<file path="config.mk">
export PLATFORM = sky130hd
export DESIGN_NAME = vmce_unit
export DESIGN_NICKNAME = d
export VERILOG_FILES = /design/src/rtl/vmce_pkg.sv /design/src/rtl/vmce_seq.sv /design/src/rtl/vmce_route.sv /design/src/rtl/vmce_len.sv /design/src/rtl/vmce_unit.sv
export SDC_FILE = /design/constraint.sdc
export NUM_CORES = 1
export LEC_CHECK = 0
export BUFFER_PORTS_ARGS = -buffer_cell sky130_fd_sc_hd__buf_2
export CORE_UTILIZATION = 43
export DETAILED_ROUTE_END_ITERATION = 16
export PLACE_DENSITY = 0.67
export REMOVE_ABC_BUFFERS = 1
export SLEW_MARGIN = 40
export SYNTH_ARGS = -nofsm -noshare
export SYNTH_HDL_FRONTEND = slang
export SYNTH_SLANG_ARGS = --single-unit
</file>
<file path="constraint.sdc">
create_clock -name clk -period 52.9 [get_ports clk]
set_input_delay 2.645 -clock clk [delete_from_list [all_inputs] [get_ports clk]]
set_output_delay 2.645 -clock clk [all_outputs]
set_load 0.02 [all_outputs]
</file>
<file path="src/rtl/vmce_pkg.sv">
package vmce_pkg;

    typedef enum logic {
        VM_COMPRESS = 1'b0,
        VM_EXPAND   = 1'b1
    } vm_mode_e;

    typedef enum logic [1:0] {
        ST_IDLE = 2'd0,
        ST_RUN  = 2'd1,
        ST_DONE = 2'd2
    } vm_state_e;

    // per-cycle control produced by the sequencer, consumed by the router
    typedef struct packed {
        logic     run;
        logic     act;
        vm_mode_e mode;
    } vm_step_t;

endpackage

</file>
<file path="src/rtl/vmce_seq.sv">
module vmce_seq
    import vmce_pkg::*;
#(
    parameter int VLMAX = 64,
    localparam int IW = $clog2(VLMAX),
    localparam int LW = $clog2(VLMAX + 1)
) (
    input  logic             clk,
    input  logic             rst,
    input  logic             start,
    input  vm_mode_e         mode,
    input  logic [VLMAX-1:0] mask,
    input  logic [LW-1:0]    vl,
    output logic             accept,
    output vm_step_t         step,
    output logic [IW-1:0]    e_idx,
    output logic [LW-1:0]    p_cnt,
    output vm_mode_e         mode_r,
    output logic             busy,
    output logic             done
);

    vm_state_e        state;
    logic [VLMAX-1:0] mask_r;
    logic [LW-1:0]    vl_r;
    logic [LW-1:0]    e_cnt;
    logic             act;
    logic             last;

    assign accept = (state == ST_IDLE) && start;
    assign act    = mask_r[e_cnt[IW-1:0]];
    assign last   = (e_cnt == vl_r - LW'(1));

    always_ff @(posedge clk) begin
        if (rst) begin
            state  <= ST_IDLE;
            mode_r <= VM_COMPRESS;
            mask_r <= '0;
            vl_r   <= '0;
            e_cnt  <= '0;
            p_cnt  <= '0;
        end else begin
            case (state)
                ST_IDLE: begin
                    if (start) begin
                        mode_r <= mode;
                        mask_r <= mask;
                        vl_r   <= vl;
                        e_cnt  <= '0;
                        p_cnt  <= '0;
                        state  <= (vl == '0) ? ST_DONE : ST_RUN;
                    end
                end
                ST_RUN: begin
                    e_cnt <= e_cnt + LW'(1);
                    if (act) begin
                        p_cnt <= p_cnt + LW'(1);
                    end
                    if (last) begin
                        state <= ST_DONE;
                    end
                end
                ST_DONE: state <= ST_IDLE;
                default: state <= ST_IDLE;
            endcase
        end
    end

    assign step.run  = (state == ST_RUN);
    assign step.act  = act;
    assign step.mode = mode_r;
    assign e_idx     = e_cnt[IW-1:0];
    assign busy      = (state != ST_IDLE);
    assign done      = (state == ST_DONE);

endmodule

</file>
<file path="src/rtl/vmce_route.sv">
module vmce_route
    import vmce_pkg::*;
#(
    parameter int VLMAX = 64,
    parameter int EW    = 32,
    localparam int IW = $clog2(VLMAX)
) (
    input  vm_step_t      step,
    input  logic [IW-1:0] e_idx,
    input  logic [IW-1:0] p_idx,
    input  logic [EW-1:0] src_data,
    output logic [IW-1:0] src_idx,
    output logic          dst_we,
    output logic [IW-1:0] dst_idx,
    output logic [EW-1:0] dst_data
);

    // compress reads sparse and writes dense; expand swaps the two indices
    always_comb begin
        if (step.mode == VM_EXPAND) begin
            src_idx = p_idx;
            dst_idx = e_idx;
        end else begin
            src_idx = e_idx;
            dst_idx = p_idx;
        end
        dst_we   = step.run && step.act;
        dst_data = src_data;
    end

endmodule

</file>
<file path="src/rtl/vmce_len.sv">
module vmce_len #(
    parameter int VLMAX = 64,
    localparam int LW = $clog2(VLMAX + 1)
) (
    input  logic             clk,
    input  logic             rst,
    input  logic             accept,
    input  logic [VLMAX-1:0] mask,
    input  logic [LW-1:0]    vl,
    output logic [LW-1:0]    pack_len
);

    logic [LW-1:0] ones;

    always_comb begin
        ones = '0;
        for (int i = 0; i < VLMAX; i++) begin
            if ((LW'(i) < vl) && mask[i]) begin
                ones = ones + LW'(1);
            end
        end
    end

    always_ff @(posedge clk) begin
        if (rst) begin
            pack_len <= '0;
        end else if (accept) begin
            pack_len <= ones;
        end
    end

endmodule

</file>
<file path="src/rtl/vmce_unit.sv">
module vmce_unit
    import vmce_pkg::*;
#(
    parameter int VLMAX = 64,
    parameter int EW    = 32,
    localparam int IW = $clog2(VLMAX),
    localparam int LW = $clog2(VLMAX + 1)
) (
    input  logic             clk,
    input  logic             rst,
    input  logic             start,
    input  logic             mode,
    input  logic [VLMAX-1:0] mask,
    input  logic [LW-1:0]    vl,
    output logic [IW-1:0]    src_idx,
    input  logic [EW-1:0]    src_data,
    output logic             dst_we,
    output logic [IW-1:0]    dst_idx,
    output logic [EW-1:0]    dst_data,
    output logic             busy,
    output logic             done,
    output logic [LW-1:0]    pack_len
);

    logic          accept;
    vm_step_t      step;
    logic [IW-1:0] e_idx;
    logic [LW-1:0] p_cnt;
    vm_mode_e      mode_r;
    logic [LW-1:0] vl_eff;

    assign vl_eff = (vl > LW'(VLMAX)) ? LW'(VLMAX) : vl;

    vmce_seq #(.VLMAX(VLMAX)) u_seq (
        .clk    (clk),
        .rst    (rst),
        .start  (start),
        .mode   (vm_mode_e'(mode)),
        .mask   (mask),
        .vl     (vl_eff),
        .accept (accept),
        .step   (step),
        .e_idx  (e_idx),
        .p_cnt  (p_cnt),
        .mode_r (mode_r),
        .busy   (busy),
        .done   (done)
    );

    vmce_route #(.VLMAX(VLMAX), .EW(EW)) u_route (
        .step     (step),
        .e_idx    (e_idx),
        .p_idx    (p_cnt[IW-1:0]),
        .src_data (src_data),
        .src_idx  (src_idx),
        .dst_we   (dst_we),
        .dst_idx  (dst_idx),
        .dst_data (dst_data)
    );

    vmce_len #(.VLMAX(VLMAX)) u_len (
        .clk      (clk),
        .rst      (rst),
        .accept   (accept),
        .mask     (mask),
        .vl       (vl_eff),
        .pack_len (pack_len)
    );

endmodule

</file>
# ---- Word level (Yosys, flattened, before mapping)
# Cells that the tools add are included.
# Widths: inputs -> output; s select.
dict set report word_totals {
  inputBits 107
  reg_bits 95
}
dict set report classes {
  n_lt_le_gt_ge 66
  muxes 77
  addsub 66
  reduce_logical 74
  n_eq_ne 6
}
# op count
set op_table {}
lappend op_table {{$mux 7} 66}
lappend op_table {{$add 7x1->7 const B} 64}
lappend op_table {{$lt 6x7->1 const A} 32}
lappend op_table {{$lt 5x7->1 const A} 16}
lappend op_table {{$logic_and 1x1->1} 66}
lappend op_table {{$lt 4x7->1 const A} 8}
lappend op_table {{$lt 3x7->1 const A} 4}
lappend op_table {{$pmux 7 s2} 2}
lappend op_table {{$lt 1x7->1 const A} 2}
lappend op_table {{$lt 2x7->1 const A} 2}
lappend op_table {{$mux 6} 2}
lappend op_table {{$eq 7x7->1} 1}
lappend op_table {{$gt 7x7->1 const B} 1}
lappend op_table {{$logic_not 7->1} 1}
lappend op_table {{$lt 6x7->1 const B} 1}
lappend op_table {{$sub 7x1->7 const B} 1}
lappend op_table {{$bmux 1 s6} 1}
lappend op_table {{$mux 2} 3}
lappend op_table {{$ne 2x2->1 const B} 3}
lappend op_table {{$reduce_and 2->1} 3}
lappend op_table {{$pmux 2 s2} 1}
lappend op_table {{$reduce_bool 2->1} 2}
lappend op_table {{$reduce_and 3->1} 1}
lappend op_table {{$add 1x1->2 const B} 1}
lappend op_table {{other kinds (4)} 5}

# ---- Logic depth before layout (Yosys ltp)
# Gate-level depths: netlist of the first run.
dict set report depth {
  depth_word 131
  mapped_depth 212
  ltp_nobuf 210
}

# ---- By module
# Synthesis of the first run repeated with hierarchy kept, for this count alone.
dict set report hier_totals {
  cells_unflattened 2123
  hier_area_um2 15920.3
}
# mod cells_per_inst instances area_each_um2 seq_area_each_um2
set by_module_without_submodules {}
lappend by_module_without_submodules {vmce_len 1573 1 11322.1 140.1}
lappend by_module_without_submodules {vmce_seq 497 1 4126.5 1761.7}
lappend by_module_without_submodules {vmce_route 46 1 430.4 0.0}
lappend by_module_without_submodules {vmce_unit 7 1 41.3 0.0}

# ---- Worst setup path before layout of the first run
# Ideal clock, no wire load.
dict set report synth_path {
  path_type {input-to-reg}
  startpoint {in vl[6]}
  endpoint {reg u_len.pack_len[6]}
  t_arrival_ns 38.973
  n_path_buf 3
  stages 212
  slack_ns 13.848
  required_time_ns 52.821
  cell_sequence {buf_2 -> or2_2 -> buf_2 -> nor2_1 -> nand2_1 -> and2_1 -> ha_1 -> clkbuf_1 -> xnor2_1 -> ha_1 -> o211ai_1 -> o21ai_0 -> ha_1 -> nand2b_1 -> nor2_1 -> a31oi_1 -> ha_1 -> nand2_1 -> (+176 left out) -> ha_1 -> o21ai_0 -> inv_1 -> ha_1 -> nand2_1 -> o21ai_0 -> ha_1 -> nand2_1 -> nand2_1 -> ha_1 -> and3_1 -> a21oi_1 -> o22ai_1 -> nand2_1 -> nor3_1 -> a21oi_1 -> xnor2_1 -> a211oi_2}
}
dict set report synth_via {
  elab_chain_len 131
  elab_cells_between_ends 257
  classes_between {63 x add/sub; 65 x order compare; 65 x mux; 64 x reduce/logical}
}
# element line
set synth_rtl {}
lappend synth_rtl {{from (decl)} vmce_unit.sv:14} ;# input logic [LW-1:0] vl,
lappend synth_rtl {{$gt 7x7->1} vmce_unit.sv:32} ;# assign vl_eff = (vl > LW'(VLMAX)) ? LW'(VLMAX) : vl;
lappend synth_rtl {{$mux 7 *} vmce_unit.sv:32}
lappend synth_rtl {{$lt 1x7->1} vmce_len.sv:18} ;# if ((LW'(i) < vl) && mask[i]) begin
lappend synth_rtl {{$logic_and 1x1->1} vmce_len.sv:18}
lappend synth_rtl {{$mux 1} vmce_len.sv:18}
lappend synth_rtl {{$add 1x1->2} vmce_len.sv:19} ;# ones = ones + LW'(1);
lappend synth_rtl {{$mux 7} vmce_len.sv:18}
lappend synth_rtl {{$add 7x1->7} vmce_len.sv:19}
lappend synth_rtl {{(+115 left out)} --}
lappend synth_rtl {{$add 7x1->7} vmce_len.sv:19}
lappend synth_rtl {{$mux 7} vmce_len.sv:18}
lappend synth_rtl {{$add 7x1->7} vmce_len.sv:19}
lappend synth_rtl {{$mux 7} vmce_len.sv:18}
lappend synth_rtl {{$add 7x1->7} vmce_len.sv:19}
lappend synth_rtl {{$mux 7} vmce_len.sv:18}
lappend synth_rtl {{$add 7x1->7} vmce_len.sv:19}
lappend synth_rtl {{$mux 7 *} vmce_len.sv:18}
lappend synth_rtl {{to (signal assigned)} vmce_len.sv:28} ;# pack_len <= ones;
lappend synth_rtl {{to (decl)} vmce_len.sv:10} ;# output logic [LW-1:0] pack_len
# Mark *: on every way between the ends. The rest lies on a longest branch, timed or not.
# A chain may end at the register's enable or synchronous reset.

# ---- Final worst setup path of the first run
dict set report layout_path {
  startpoint {in vl[3]}
  endpoint {reg u_len.pack_len[6]}
}
# Same word-level chain as after synthesis.

==> Flow_metrics.wiki, run 1 <==
{| class="wikitable"
! Metric !! Value
|-
| Number of search-and-repair iterations in the first detailed-routing pass || 12
|-
| Synth top area share || a little under an eighth
|-
| Remaining global-route overflow || 0
|-
| Floorplan Core Area || 36400 µm²
|-
| Longest individual stage delay on the worst path || between 0.5 and 0.6 ns
|-
| Average cell area after synthesis || 7.52 µm²
|-
| Main combinational cell family by area after synthesis || simple AND/OR/NAND/NOR gates
|-
| Fillers || roughly 3.7k
|-
| Count of vias placed by the detailed router || between 15k and 20k
|-
| H-tree level count || 3
|-
| Run status || finished clean
|-
| CTS tree || done
|-
| Global-route wire length before repair || 73300 µm
|-
| Post-Route Skew || 0.0124 ns
|-
| Die Footprint || 37700 µm²
|-
| Post-route ant nets || 0
|-
| Highest Clock Rate || 0.0231 GHz
|-
| Flip-flop cell with the highest count after synthesis || sky130_fd_sc_hd__dfxtp_1
|-
| Post-Route Setup TNS || 0 ns
|-
| Count of unresolved DRC violations after routing || 0
|-
| Share of layout cells above drive strength 1 || 12.6%
|-
| Commonest non-fill, non-tap cell in the layout || sky130_fd_sc_hd__nand2_1
|-
| Number of port buffers || 96
|-
| Fraction of synthesized cell area in xor and xnor cells || 25.1%
|-
| Post-Syn Instances || 2113
|-
| Flip-flop and latch count after synthesis || 94
|-
| Global-route track usage on met2 || 40.2%
|-
| Hold buffer count at cts || 0
|-
| Clock buffers created by TritonCTS || 9
|-
| Sequential-to-total area share from yosys stat || 11.8%
|-
| Overall routed net length || 45500 µm
|-
| Worst slew margin relative to its limit || 46.1%
|-
| Inserted Diodes || 0
|-
| # setup viols final || 0
|-
| Final count of pins violating max slew || 0
|-
| Core utilization of the finished layout || 46.0%
|-
| RSZ-0062 raised after global routing || false
|-
| Critical path arrival || roughly 44 ns
|-
| Critical Path End Type || flip-flop
|-
| Hold path startpoint || u_len.pack_len[0]
|-
| Cell with the biggest individual delay on the critical path || sky130_fd_sc_hd__or3_1
|-
| Start point of the critical path || vl[3]
|-
| Met1 capacity usage during global routing || 30.3%
|-
| Clock tree root buffer cell || sky130_fd_sc_hd__clkbuf_16
|-
| Cell area after technology mapping || 15900 µm²
|-
| GRT Total Usage || 23.5%
|-
| Count of unique library cells instantiated by Yosys || 109
|-
| Post CTS Setup Buffer Count || 0
|-
| Path category of the worst min-delay check || reg2reg
|-
| Dominant cell type by area after synthesis || sky130_fd_sc_hd__dfxtp_1
|-
| Cell type with the highest occurrence count on the critical path || sky130_fd_sc_hd__ha_1
|-
| Most heavily used metal layer in global routing || met2
|-
| Tightest Pin Transition || 0.802 ns
|-
| Y dimension of the die || 194 µm
|-
| Required time of the worst setup path || 53.18 ns
|-
| Total of cells resized after clock tree synthesis || 0
|-
| Type of the worst setup path || in2reg
|-
| Count of routing violations after the opening detailed-route iteration || 1255
|-
| Nets@finish || around 2.3k
|-
| Simple-gate share of the synthesized area || 26.0%
|-
| Worst reg2reg path startpoint || u_seq.e_cnt[0]
|-
| Adder-cell area share of the yosys netlist || 5.39%
|-
| Pin count of the biggest net entering global routing || between 90 and 100
|-
| Min Clock Period, post-route || 43.26 ns
|-
| Number of buffers between clock root and the deepest sink || 2
|-
| Via-per-instance ratio || 5.88
|-
| Post-synthesis compound-gate area fraction || 20.2%
|-
| Met3 capacity usage during global routing || 3.17%
|-
| WL per Instance || 17.6 µm
|-
| Clock slew at the register clock pins of the worst setup and hold paths || 0.07 ns
|-
| Number of ports placed on the die boundary || 161
|-
| Number of antenna violations at the first check in global routing || 0
|-
| Kind of launch point of the worst setup path || input port
|-
| Yosys Warn Count || 0
|-
| TritonCTS Sinks || 94
|-
| Most frequent cells in the layout || sky130_fd_sc_hd__nand2_1, sky130_fd_sc_hd__xnor2_1, sky130_fd_sc_hd__nor2_1, sky130_fd_sc_hd__a21oi_1, sky130_fd_sc_hd__buf_2
|-
| Post-detail-place hpwl || 36000 µm
|-
| Number of synthesized flops with an enable pin || 0
|-
| Die boundary width || roughly 190 µm
|-
| Initial cell density of the core || 43.6%
|-
| Async SR Flop Fraction || 0%
|-
| Crit-path max FO || 40
|-
| Post-synthesis mux area share || 6.28%
|-
| Worst skew pair latency || 0.37 ns
|-
| Endpoints failing hold || 0
|-
| Routability congestion estimate || 0.922
|-
| Max-cap violations || 0
|-
| Signed area change from the synthesized netlist to the final layout || 5.41%
|-
| Total number of placement rows || 70
|-
| Post-route fraction of the period consumed by the critical path || 81.8%
|-
| Vias in the first global route || 14.3k
|-
| Leading post-synthesis cells by cell area || sky130_fd_sc_hd__dfxtp_1, sky130_fd_sc_hd__xnor2_1, sky130_fd_sc_hd__nand2_1, sky130_fd_sc_hd__a21oi_1, sky130_fd_sc_hd__ha_1
|}
-- cells in the mapped netlist, drive strengths merged (20+ instances only) --
master,count
o21ai,95
nor3,54
o21a,31
a21oi,173
nor2,178
a31oi,20
o211ai,27
clkbuf,46
nand2b,23
buf,68
nand4,33
dfxtp,94
xor2,93
nand2,341
mux2i,31
xnor3,29
xnor2,216
mux4,21
nand3,63
or2,22
and2,31
ha,66
inv,58
nor2b,26
-- metrics by stage --
step           area, µm²  cells  setup slack [ns]  hold WS (ns)
3_5_place_dp       16400   2571              9.73         0.444
4_1_cts            16700   2587              9.98         0.454
5_1_grt            16700   2587              6.28         0.475
3_3_place_gp       16400   2570             11.44         0.438
6_report           16700   2587              9.64         0.452
2_1_floorplan      15300   1999             13.92         0.427
-- registers in the layout (all words and copies together) (netlist names) --
name,flops
u_seq.e_cnt,7
u_seq.state,2
u_seq.vl_r,7
u_len.pack_len,7
u_seq.mask_r,64
u_seq.p_cnt,6
u_seq.mode_r,1
-- area by class of cell --
class	count	area, µm²	area share (%)
clock buffers	9	225	1.35
clock inverters	7	73.8	0.441
inverters	59	221	1.32
flip-flops and latches	94	1880	11.2
repair buffers	104	563	3.36
multi-input cells	1846	13200	78.8
well taps	468	586	3.50
-- cell families (layout without fill, tap and decap cells) --
logic type / count (synthesis) / count (layout)
AND/OR/NAND/NOR: 866 / 866
XOR/XNOR: 347 / 347
AO/OA/AOI/OAI: 493 / 493
multiplexers: 71 / 71
buffers and inverters: 173 / 179
adder cells (fa/ha/maj): 69 / 69
flip-flops: 94 / 94
-- critical path: cells and delay by family --
family | cells | cell delay [ns]
muxes | 6 | 1.57
adders and majority gates | 62 | 19.08
xor gates and xnor gates | 2 | 0.32
and+or+nand+nor | 74 | 8.60
buffers and inverters | 11 | 1.31
AOI/OAI and AO/OA | 55 | 9.87
-- worst paths after layout --
| check | endpoint | slack [ns] | cells past startpoint |
|---|---|---|---|
| setup reg to reg | u_seq.p_cnt[4] | 49.38 | 10 |
| hold reg to reg | u_len.pack_len[0] | 0.45 | 2 |
| setup / recovery | u_len.pack_len[6] | 9.64 | 210 |
| hold / removal | u_len.pack_len[0] | 0.45 | 2 |
-- metal layers --
layer  part of all wire, %  up-vias
met5                     0        -
met4                   2.7        0
met3                   5.8       66
met2                    47      468
met1                    44     7173
li1                      -     7494
Power of run 1 is left out: the tool's default activity adds up to more than one toggle a clock period on the data nets, which glitch-free logic cannot reach.
==> run 2: changes to the inputs <==
- clock period: 52.9 -> 44.3 ns (I/O delays scaled with it)
==> run 2 against run 1 <==
Hold slack got worse by 0.0013 ns. Setup slack got worse by 7.0 ns. Sequential cell count unchanged. Wire length increased by 0.61%. Final area increased by 0.75%. Cell count increased by 0.12%. Utilization increased by 0.34 points. Critical path type unchanged. Critical endpoint unchanged. Largest cell class unchanged.
==> Flow_metrics.wiki, run 2 (synthesis results as in run 1) <==
{| class="wikitable"
! Metric !! Value
|-
| Post-route fraction of the period consumed by the critical path || 94.0%
|-
| Number of port buffers || 96
|-
| Path category of the worst min-delay check || reg2reg
|-
| Run status || finished clean
|-
| Crit path buf inv count || 11
|-
| Critical path arrival || around 42 ns
|-
| Y dimension of the die || 194 µm
|-
| Overall routed net length || 45700 µm
|-
| Cell with the biggest individual delay on the critical path || sky130_fd_sc_hd__or3_4
|-
| Number of ports placed on the die boundary || 161
|-
| Vias in the first global route || 14.3k
|-
| Core utilization of the finished layout || 46.3%
|-
| Final count of pins violating max slew || 0
|-
| Routability congestion estimate || between 0.9 and 1
|-
| Most frequent cells in the layout || sky130_fd_sc_hd__nand2_1, sky130_fd_sc_hd__xnor2_1, sky130_fd_sc_hd__nor2_1, sky130_fd_sc_hd__a21oi_1, sky130_fd_sc_hd__dfxtp_1
|-
| Post-route ant nets || 0
|-
| Global-route wire length before repair || 73400 µm
|-
| Endpoints failing hold || 0
|-
| Nets@finish || 2290
|-
| H-tree level count || 3
|-
| WL per Instance || 17.7 µm
|-
| Number of flip-flops in the largest register || 64
|-
| Tightest Pin Transition || 0.806 ns
|-
| Die boundary width || 194 µm
|-
| Via-per-instance ratio || 5.88
|-
| Clock tree root buffer cell || sky130_fd_sc_hd__clkbuf_16
|-
| Number of search-and-repair iterations in the first detailed-routing pass || 9
|-
| Total number of placement rows || 70
|-
| Number of antenna violations at the first check in global routing || 0
|-
| Pre-CTS setup slack || 1.63 ns
|-
| Number of buffers between clock root and the deepest sink || 2
|-
| Count of vias placed by the detailed router || 15.2k
|-
| Clock buffers created by TritonCTS || 9
|-
| Post-Route Skew || 0.0104 ns
|-
| Register with the highest flop count || u_seq.mask_r
|-
| Critical Path End Type || flip-flop
|-
| Worst slew margin relative to its limit || 45.9%
|-
| Inserted Diodes || 0
|-
| Min Clock Period, post-route || between 40 and 50 ns
|-
| Setup WS post-layout || 2.67 ns
|-
| Count of unresolved DRC violations after routing || 0
|-
| Clock slew at the register clock pins of the worst setup and hold paths || approximately 0.070 ns
|-
| Kind of launch point of the worst setup path || input port
|-
| Cell type with the highest occurrence count on the critical path || sky130_fd_sc_hd__ha_1
|-
| Max-cap violations || 0
|-
| Commonest non-fill, non-tap cell in the layout || sky130_fd_sc_hd__nand2_1
|-
| GRT Total Usage || about a quarter
|-
| Share of layout cells above drive strength 1 || between 10 and 15%
|-
| Longest individual stage delay on the worst path || 0.49 ns
|-
| Worst path top cell family by delay || adder cells
|-
| Post-detail-place hpwl || 36100 µm
|-
| Highest Clock Rate || roughly 0.024 GHz
|-
| Worst skew pair latency || between 0.3 and 0.4 ns
|-
| Crit-path max FO || 20
|-
| Required time of the worst setup path || around 45 ns
|-
| CTS tree || done
|-
| Type of the worst setup path || in2reg
|-
| Initial cell density of the core || around 44%
|-
| Die Footprint || 37700 µm²
|-
| Remaining global-route overflow || 0
|-
| Floorplan Core Area || 36400 µm²
|-
| # setup viols final || 0
|-
| Count of routing violations after the opening detailed-route iteration || approximately 1.1k
|-
| TritonCTS Sinks || 94
|-
| Pin count of the biggest net entering global routing || 95
|-
| Signed area change from the synthesized netlist to the final layout || 6.20%
|}
[run 2: changes by cell type in the layout (fill, tap and decap cells not counted), sizes merged]
cell / change
clkinvlp: -2
buf: +2
bufinv: +1
clkinv: +1
clkbuf: +1
[run 2: worst paths after layout]
kind,start,to,slack [ns],cells past startpoint
worst max-delay path,vl[5],u_len.pack_len[6],2.67,210
worst min-delay path,u_len.pack_len[4],u_len.pack_len[4],0.45,2
worst max register to register,u_seq.e_cnt[0],u_seq.p_cnt[4],40.78,10
worst min register to register,u_len.pack_len[4],u_len.pack_len[4],0.45,2
[run 2: timing repair]
action | 4_1_cts | 5_1_grt
resized for setup | 0 | 27
setup buffers | 0 | 3
setup endpoints to repair | 0 | 6
hold buffers | 0 | 0
[run 2: tightest hold or removal path: stages (launching register included)]
cell	delay [ns]
sky130_fd_sc_hd__dfxtp_1	0.31
sky130_fd_sc_hd__nand2_1	0.05
sky130_fd_sc_hd__a21oi_1	0.05
[run 2: area by class of cell]
| cell class | instances | area [µm²] |
|---|---|---|
| multi-input combinational | 1846 | 13300 |
| timing repair buffer | 107 | 597 |
| fill | 3658 | 19600 |
| sequential | 94 | 1880 |
| tap | 468 | 586 |
| inverter | 59 | 221 |
| clock buffer | 9 | 225 |
| clock inverter | 7 | 88.8 |
[run 2: metrics by stage]
| step | hold WS [ns] | setup TNS (ns) | instances | instance area (µm²) |
|---|---|---|---|---|
| CTS | 0.454 | 0 | 2587 | 16700 |
| global route | 0.476 | -0.167 | 2590 | 16900 |
| finish | 0.451 | 0 | 2590 | 16900 |
| floorplan | 0.427 | 0 | 1999 | 15300 |
| detailed placement | 0.444 | 0 | 2571 | 16400 |
| global placement | 0.438 | 0 | 2570 | 16400 |
[run 2: routing by layer]
metal	up-vias	GRT usage (%)	routed length [µm]
li1	7484	-	-
met1	7238	30.4	20400
met2	447	40.4	21700
met3	66	3.27	2350
met4	0	6.85	1260
met5	-	0.766	0
Power of run 2 is left out for the same reason.
==> run 3: changes to the inputs <==
- CORE_ASPECT_RATIO: not set -> 0.7
==> run 3 against run 2 <==
Non-clock buffer count fell by 1. Cell count up 0.42%. Register-to-register slack better by 0.02 ns. Via count barely moved. Critical path type unchanged. Critical endpoint unchanged. Largest cell class unchanged.
==> Flow_metrics.wiki, run 3 (synthesis results as in run 1) <==
{| class="wikitable"
! Metric !! Value
|-
| Die boundary width || between 200 and 250 µm
|-
| Path category of the worst min-delay check || reg2reg
|-
| Remaining global-route overflow || 0
|-
| Worst slew margin relative to its limit || a little under half
|-
| Area occupied by multi-input gates || approximately 13000 µm²
|-
| Via-per-instance ratio || 5.86
|-
| Count of unresolved DRC violations after routing || 0
|-
| Count of routing violations after the opening detailed-route iteration || 1313
|-
| Hold path startpoint || u_seq.mask_r[24]
|-
| Global-route wire length before repair || 73400 µm
|-
| Post-Route Skew || 0.0102 ns
|-
| Share of layout cells above drive strength 1 || 13.6%
|-
| Post-Route Setup TNS || 0 ns
|-
| Die Footprint || 37700 µm²
|-
| Nets@finish || 2289
|-
| Number of buffers between clock root and the deepest sink || 2
|-
| Pre-CTS setup slack || 1.48 ns
|-
| Footprint of the flip-flops and latches || 1880 µm²
|-
| WL per Instance || 17.9 µm
|-
| Cell type with the highest occurrence count on the critical path || sky130_fd_sc_hd__ha_1
|-
| Register with the highest flop count || u_seq.mask_r
|-
| Post-route ant nets || 0
|-
| Number of port buffers || 96
|-
| Pin count of the biggest net entering global routing || 95
|-
| Number of cells in the design after placement || roughly 2.6k
|-
| Hold Slack || 0.455 ns
|-
| Tightest Pin Transition || 0.798 ns
|-
| Clock tree root buffer cell || sky130_fd_sc_hd__clkbuf_16
|-
| Setup WS post-layout || 2.82 ns
|-
| Crit-path max FO || 26
|-
| Required time of the worst setup path || 44.57 ns
|-
| Final count of pins violating max slew || 0
|-
| Clock slew at the register clock pins of the worst setup and hold paths || 0.07 ns
|-
| Number of ports placed on the die boundary || between 150 and 200
|-
| Type of the worst setup path || in2reg
|-
| Post-detail-place hpwl || 37000 µm
|-
| Run status || finished clean
|-
| Start point of the critical path || vl[4]
|-
| H-tree level count || 3
|-
| Max-cap violations || 0
|-
| Hold buffer count at cts || 0
|-
| Longest individual stage delay on the worst path || slightly below 0.5 ns
|-
| GRT Total Usage || 23.9%
|-
| Post-route fraction of the period consumed by the critical path || around 94%
|-
| Number of flip-flops in the largest register || 64
|-
| Initial cell density of the core || 43.9%
|-
| Number of antenna violations at the first check in global routing || 0
|-
| Critical path arrival || 41.75 ns
|-
| Most frequent cells in the layout || sky130_fd_sc_hd__nand2_1, sky130_fd_sc_hd__xnor2_1, sky130_fd_sc_hd__nor2_1, sky130_fd_sc_hd__a21oi_1, sky130_fd_sc_hd__dfxtp_1
|-
| Kind of launch point of the worst setup path || input port
|-
| Highest Clock Rate || 0.0241 GHz
|-
| Floorplan Core Area || ~36000 µm²
|-
| Fillers || 3585
|-
| Critical Path End Type || flip-flop
|-
| CTS tree || done
|-
| Total number of placement rows || 58
|-
| Min Clock Period, post-route || 41.48 ns
|-
| Vias in the first global route || between 10k and 15k
|-
| Worst skew pair latency || 0.35 ns
|-
| Signed area change from the synthesized netlist to the final layout || 6.33%
|-
| Commonest non-fill, non-tap cell in the layout || sky130_fd_sc_hd__nand2_1
|-
| Worst reg2reg path startpoint || u_seq.e_cnt[0]
|-
| Inserted Diodes || 0
|-
| Overall routed net length || 46500 µm
|-
| Routability congestion estimate || between 0.9 and 1
|-
| Endpoints failing hold || 0
|-
| # setup viols final || 0
|-
| Cell with the biggest individual delay on the critical path || sky130_fd_sc_hd__or3_4
|-
| Number of search-and-repair iterations in the first detailed-routing pass || 7
|-
| Y dimension of the die || about 160 µm
|-
| Filler-free cell count of the finished design || 2601
|-
| TritonCTS Sinks || 94
|-
| Clock buffers created by TritonCTS || 9
|-
| Count of vias placed by the detailed router || between 15k and 20k
|}
## run 3: cell types whose count changed in the layout (fill, tap and decap cells not counted), moves of 2 or more
| cell | previous run | this run |
|---|---|---|
| sky130_fd_sc_hd__inv_6 | 0 | 2 |
| sky130_fd_sc_hd__inv_8 | 4 | 1 |
| sky130_fd_sc_hd__o21ai_0 | 73 | 70 |
| sky130_fd_sc_hd__o21ai_1 | 18 | 21 |
## run 3: worst paths after layout
check	end	slack, ns	depth (start not counted)
worst max-delay path	u_len.pack_len[6]	2.82	210
worst min-delay path	u_seq.mask_r[24]	0.45	2
worst max register to register	u_seq.p_cnt[4]	40.80	10
worst min register to register	u_seq.mask_r[24]	0.45	2
## run 3: what timing repair did
action	CTS	global route
resized for setup	0	30
setup buffers	0	4
endpoints found under the setup margin	0	6
## run 3: metrics by stage
step / cell area, µm² / utilization (%)
floorplan: 15300 / -
CTS: 16800 / 46.4
detailed placement: 16400 / 45.5
global route: 16900 / 46.7
finish: 16900 / 46.7
global placement: 16400 / 45.4
## run 3: metal layers
layer  GRT usage (%)  share of wire (%)  up-vias
met5           0.781                  0        -
met4            3.68                1.1        0
met1            36.2                 50     7183
met3            4.27                7.1       30
li1                -                  -     7494
met2            35.1                 41      525
## run 3: final cells by class
class                   count  area share (%)
well taps                 480            3.56
inverters                  59            1.31
repair buffers            106            3.47
flip-flops and latches     94            11.1
multi-input cells        1846            78.6
clock buffers              10            1.42
clock inverters             6           0.452
## run 3: worst max-delay path: cells and delay by family
kind	cells	cell delay, ns
AND/OR/NAND/NOR	74	8.87
XOR/XNOR	2	0.33
adder cells (fa/ha/maj)	62	19.40
buffers and inverters	11	1.15
multiplexers	6	1.48
AO/OA/AOI/OAI	55	8.28
Power of run 3 is left out for the same reason.
